## src/rtl/csk_pkg.sv

```systemverilog
package csk_pkg;
  localparam int unsigned CSK_MAX_GROUPS = 16;

  // one bit of carry recurrence: out = g | (p & c)
  function automatic logic carry_step(input logic gen, input logic prop, input logic cin_b);
    return gen | (prop & cin_b);
  endfunction
endpackage

```

## src/rtl/csk_pg.sv

```systemverilog
module csk_pg #(
  parameter int unsigned W = 16
) (
  input  logic [W-1:0] x,
  input  logic [W-1:0] y,
  output logic [W-1:0] prop,
  output logic [W-1:0] gen
);
  genvar i;
  generate
    for (i = 0; i < W; i++) begin : g_bit
      assign prop[i] = x[i] ^ y[i];
      assign gen[i]  = x[i] & y[i];
    end
  endgenerate
endmodule

```

## src/rtl/csk_group.sv

```systemverilog
module csk_group #(
  parameter int unsigned LEN = 4
) (
  input  logic [LEN-1:0] prop,
  input  logic [LEN-1:0] gen,
  input  logic           c_in,
  output logic [LEN-1:0] c_bits,
  output logic           c_out
);
  import csk_pkg::*;

  logic [LEN:0] chain;
  logic         grp_prop;

  assign chain[0] = c_in;

  genvar i;
  generate
    for (i = 0; i < LEN; i++) begin : g_rip
      assign chain[i+1] = carry_step(gen[i], prop[i], chain[i]);
    end
  endgenerate

  assign c_bits   = chain[LEN-1:0];
  assign grp_prop = &prop;
  // skip multiplexer: bypass the chain when the whole group propagates
  assign c_out    = grp_prop ? c_in : chain[LEN];

  // the ripple result must agree with the bypass whenever the skip is taken
  always_comb begin
    if (grp_prop) begin
      assert_skip_agrees_R4: assert (chain[LEN] == c_in);
    end
  end
endmodule

```

## src/rtl/csk_adder.sv

```systemverilog
module csk_adder #(
  parameter int unsigned WIDTH = 16,
  parameter int unsigned NGRP  = 5,
  parameter int unsigned GLEN [NGRP] = '{2, 3, 4, 4, 3}
) (
  input  logic             clk,
  input  logic             rst,
  input  logic [WIDTH-1:0] a,
  input  logic [WIDTH-1:0] b,
  input  logic             cin,
  input  logic             sub,
  output logic [WIDTH-1:0] sum,
  output logic             cout
);
  function automatic int unsigned grp_ofs(input int unsigned idx);
    int unsigned s;
    s = 0;
    for (int unsigned k = 0; k < idx; k++) s += GLEN[k];
    return s;
  endfunction

  localparam int unsigned TOTAL = grp_ofs(NGRP);

  initial begin
    assert_partition_sum_R6: assert (TOTAL == WIDTH && NGRP <= csk_pkg::CSK_MAX_GROUPS)
      else $error("group lengths add to %0d, width is %0d", TOTAL, WIDTH);
  end

  logic [WIDTH-1:0] b_eff;
  logic             c0;
  logic [WIDTH-1:0] prop, gen;
  wire  [WIDTH-1:0] cvec;
  wire  [NGRP:0]    gcarry;

  assign b_eff = sub ? ~b : b;
  assign c0    = sub ? 1'b1 : cin;

  csk_pg #(.W(WIDTH)) u_pg (
    .x   (a),
    .y   (b_eff),
    .prop(prop),
    .gen (gen)
  );

  assign gcarry[0] = c0;

  genvar gi;
  generate
    for (gi = 0; gi < NGRP; gi++) begin : g_grp
      localparam int unsigned OFS = grp_ofs(gi);
      localparam int unsigned LEN = GLEN[gi];
      csk_group #(.LEN(LEN)) u_grp (
        .prop  (prop[OFS +: LEN]),
        .gen   (gen[OFS +: LEN]),
        .c_in  (gcarry[gi]),
        .c_bits(cvec[OFS +: LEN]),
        .c_out (gcarry[gi+1])
      );
    end
  endgenerate

  logic [WIDTH-1:0] sum_c;
  assign sum_c = prop ^ cvec;

  always_ff @(posedge clk) begin
    if (rst) begin
      sum  <= '0;
      cout <= 1'b0;
    end else begin
      sum  <= sum_c;
      cout <= gcarry[NGRP];
    end
  end

  // armed: previous edge was outside reset, so the output reflects sampled inputs
  logic armed;
  always_ff @(posedge clk) armed <= !rst;

  assert_add_result_R1: assert property (@(posedge clk) disable iff (rst)
    (armed && !$past(sub)) |->
      ({cout, sum} == ({1'b0, $past(a)} + {1'b0, $past(b)} + {{WIDTH{1'b0}}, $past(cin)})));

  assert_sub_result_R2: assert property (@(posedge clk) disable iff (rst)
    (armed && $past(sub)) |->
      ({cout, sum} == ({1'b0, $past(a)} + {1'b0, ~$past(b)} + {{WIDTH{1'b0}}, 1'b1})));

  assert_reset_clear_R3: assert property (@(posedge clk)
    rst |=> (sum == '0 && !cout));
endmodule

```

## config.mk

```make
export PLATFORM = sky130hd
export DESIGN_NAME = csk_adder
export DESIGN_NICKNAME = d
export VERILOG_FILES = /design/src/rtl/csk_pkg.sv /design/src/rtl/csk_pg.sv /design/src/rtl/csk_group.sv /design/src/rtl/csk_adder.sv
export SDC_FILE = /design/constraint.sdc
export NUM_CORES = 1
export LEC_CHECK = 0
export ABC_CLOCK_PERIOD_IN_PS = 13000
export BUFFER_PORTS_ARGS = -buffer_cell sky130_fd_sc_hd__clkbuf_2
export CORE_UTILIZATION = 48
export DETAILED_ROUTE_END_ITERATION = 8
export GPL_TIMING_DRIVEN = 0
export PLACE_DENSITY = 0.77
export SLEW_MARGIN = 10
export SYNTH_ARGS = -nofsm -noshare
export SYNTH_HDL_FRONTEND = slang
export SYNTH_SLANG_ARGS = --single-unit
export TNS_END_PERCENT = 5
```

## constraint.sdc

```tcl
create_clock -name clk -period 13 [get_ports clk]
set_clock_uncertainty 0.1 [all_clocks]
set_input_delay 3.25 -clock clk [delete_from_list [all_inputs] [get_ports clk]]
set_output_delay 3.25 -clock clk [all_outputs]
set_load 0.1 [all_outputs]
```

==> metrics.csv <==
stage;metric;value;unit
run_status;run_status;completed;
power_and_ir_drop;ir_worst_vdd;0.105;mV
clock_network;cts-resized-gates;0;
logic_synthesis;postSynthRegisterBits;17;
timing;hold_slack;3.19;ns
clock_network;post_cts_clock_slew_at_the_launch_and_capture_registers_of_the_worst_setup_and_hold_paths;0.11;ns
clock_network;cts.hold.buffers_added;0;
drt;routed_wl;2490;um
logic_synthesis;synth-edff-count;0;
layout;post-route-util;64.9;%
global_route;grt.met3_usage;3.01;%
layout;area_growth;23.2;%
global_route;first_global_vias;1034;
clock_network;max-clock-path-buffers;2;
power_and_ir_drop;static-leakage-power;0.948;nW
timing;final_hold_viol_count;0;
setup_path;critical_path_peak_fanout;10;
layout;fin_cells;221;
timing;fmax;87.7;MHz
power_and_ir_drop;post-layout-total-power;0.230;mW
global_route;globalRouteOverflowTotal;0;
logic_synthesis;post-synth-top-area-cell;dfxtp_1;
setup_path;crit_path_end_kind;flop;
logic_synthesis;ys.flop_type;dfxtp_1;
placed_design;placed_cells;217;
drt;initial_drt_markers;2;
flow_run;cap_violations;0;
logic_synthesis;postSynthCellCount;137;
clock_network;post_cts.repair.setup_buffers;0;
timing;maxSlewHeadroom;63.5;%
layout;drive_gt1_share;30.9;%
clock_network;clock_root_cell;clkbuf_4;
global_route;grt.met1_usage;22.2;%
logic_synthesis;ys_seq_area_share;25.2;%
layout;final_nets;260;
logic_synthesis;ys.warnings.count;0;
setup_path;required;13.07;ns
logic_synthesis;syn-cell-area;1350;um2
logic_synthesis;synth_fp_nets;205;
logic_synthesis;ys_top_cells_by_area;dfxtp_1 (25%), fa_1 (24%), ha_1 (15%);
drt;post_drt_wl_per_cell;11.2;um
hold_path;type_of_the_most_critical_hold_path;in2reg;
global_route;track_usage;19.4;%
global_route;grt_max_degree;11;
die;placeableCoreArea;2570;um2
logic_synthesis;netlist.area_leader.share;25.2;%
setup_path;arrival;11.47;ns
timing;final-max-slew-violation-count;0;
die;die_area;3030;um2
drt;vias;1025;
setup_path;path_class;in2reg;
timing;period_share;87.7;%
placed_design;placed_cell_area;1640;um2
logic_synthesis;synth.top_cells.by_count;inv_1 (32), dfxtp_1 (17);
timing;tightest_pin_transition;0.550;ns
drt;antenna_left;0;
drt;firstDrtPassIters;4;
timing;final-setup-viol-count;0;
die;core.rowCount;18;
global_route;busiest_layer;met2;
placed_design;gpl.final_weighted_congestion;0.725;
clock_network;tritoncts;built;
drt;drt-vias-per-instance;4.64;
placed_design;post-place-ws;1.26;ns
placed_design;post-dp-hpwl;2150;um
setup_path;worst_path_max_delay_cell;fa_1;
global_route;grt_pass1_wl;4130;um
logic_synthesis;postSynthAreaPerCell;9.87;um2
hold_path;hold_path.startpoint;rst;
layout;non_filler_cell_area_final;1670;um2
timing;rsz0062_at_grt;false;
setup_path;timing.critical_path.mode_cell;fa_1;
die;initial_core_util;52.7;%
clock_network;htree_levels;1;
global_route;antenna_found_initial;0;
setup_path;crit_start;sub;
die;die_h;55.1;um
power_and_ir_drop;power_density;138;nW/um2
logic_synthesis;yosys.cell_count.top_type;inv_1;
setup_path;startpoint_type;primary input;
layout;num_antenna_cells;0;
timing;worst_slack;1.60;ns
placed_design;port_buffers;50;
timing;final.setup.tns;0;ns
timing;finalCriticalPeriod;11.40;ns
drt;remaining_drc_errors;0;
logic_synthesis;async_s_r_ff_share_synth;0;%
global_route;groute.layer.met2.usage;36.3;%
die;num_io_pins;53;
logic_synthesis;cell_variety_after_synth;22;
clock_network;cts_made_buffers;3;
die;die_x;55.1;um
setup_path;delay_of_the_slowest_critical_path_stage;0.43;ns
clock_network;cts_sink_count;17;
placed cells by master, fill, tap and decap left out:
cell       count
or3b_2         1
buf_2          1
inv_1         32
nand4bb_4      1
nor2_1        16
dfxtp_1       17
and3_1         1
nor2b_1        1
a31oi_1        2
nand4_1        2
a21bo_2        1
o211ai_2       1
o211ai_1       1
xor2_1        16
clkbuf_1       3
a311o_1        1
nand2_1        5
nand3_1        1
fa_1          16
clkbuf_4       3
a21oi_1        2
ha_1          16
buf_6          1
clkbuf_2      50
per-layer routing:
metal / share of wire, % / vias to the layer above
li1: - / 510
met3: 5.7 / 2
met5: 0 / -
met2: 53 / 34
met4: 1.1 / 0
met1: 40 / 479
critical path, delay by kind of cell:
family / cells / cell delay, ns
adder cells (fa/ha/maj): 16 / 6.31
XOR/XNOR: 1 / 0.24
AO/OA/AOI/OAI: 4 / 0.64
buffers and inverters: 4 / 0.59
AND/OR/NAND/NOR: 5 / 0.45
power by group:
group	switching (mW)	total, mW	internal (mW)
combinational	0.106	0.137	0.0304
clock	0.0172	0.0291	0.0119
sequential	0.00248	0.0646	0.0622
worst paths after layout:
check                       endpoint  cells past startpoint
setup / recovery  sum[15]$_SDFF_PP0_                     30
hold / removal     sum[6]$_SDFF_PP0_                      2
flip-flops by register name, indices dropped and copies added (netlist names):
register and cells:
sum 16, cout 1
cell families (layout without fill, tap and decap cells):
kind of cell / Yosys count / in the layout / synth area share [%]
xor+xnor: 16 / 16 / 10.4
fa+ha+maj: 32 / 32 / 38.5
flops: 17 / 17 / 25.2
buf+inv: 36 / 90 / 10.6
simple gates: 28 / 28 / 10.7
compound gates: 8 / 8 / 4.63
area by class of cell:
| type | instances | area (um2) |
|---|---|---|
| buffer | 4 | 23.8 |
| clock buffer | 4 | 26.3 |
| fill | 233 | 901 |
| inverter | 32 | 120 |
| multi-input combinational | 84 | 868 |
| sequential | 17 | 340 |
| tap | 30 | 37.5 |
| timing repair buffer | 50 | 250 |
(Power assumes the default switching activity.)
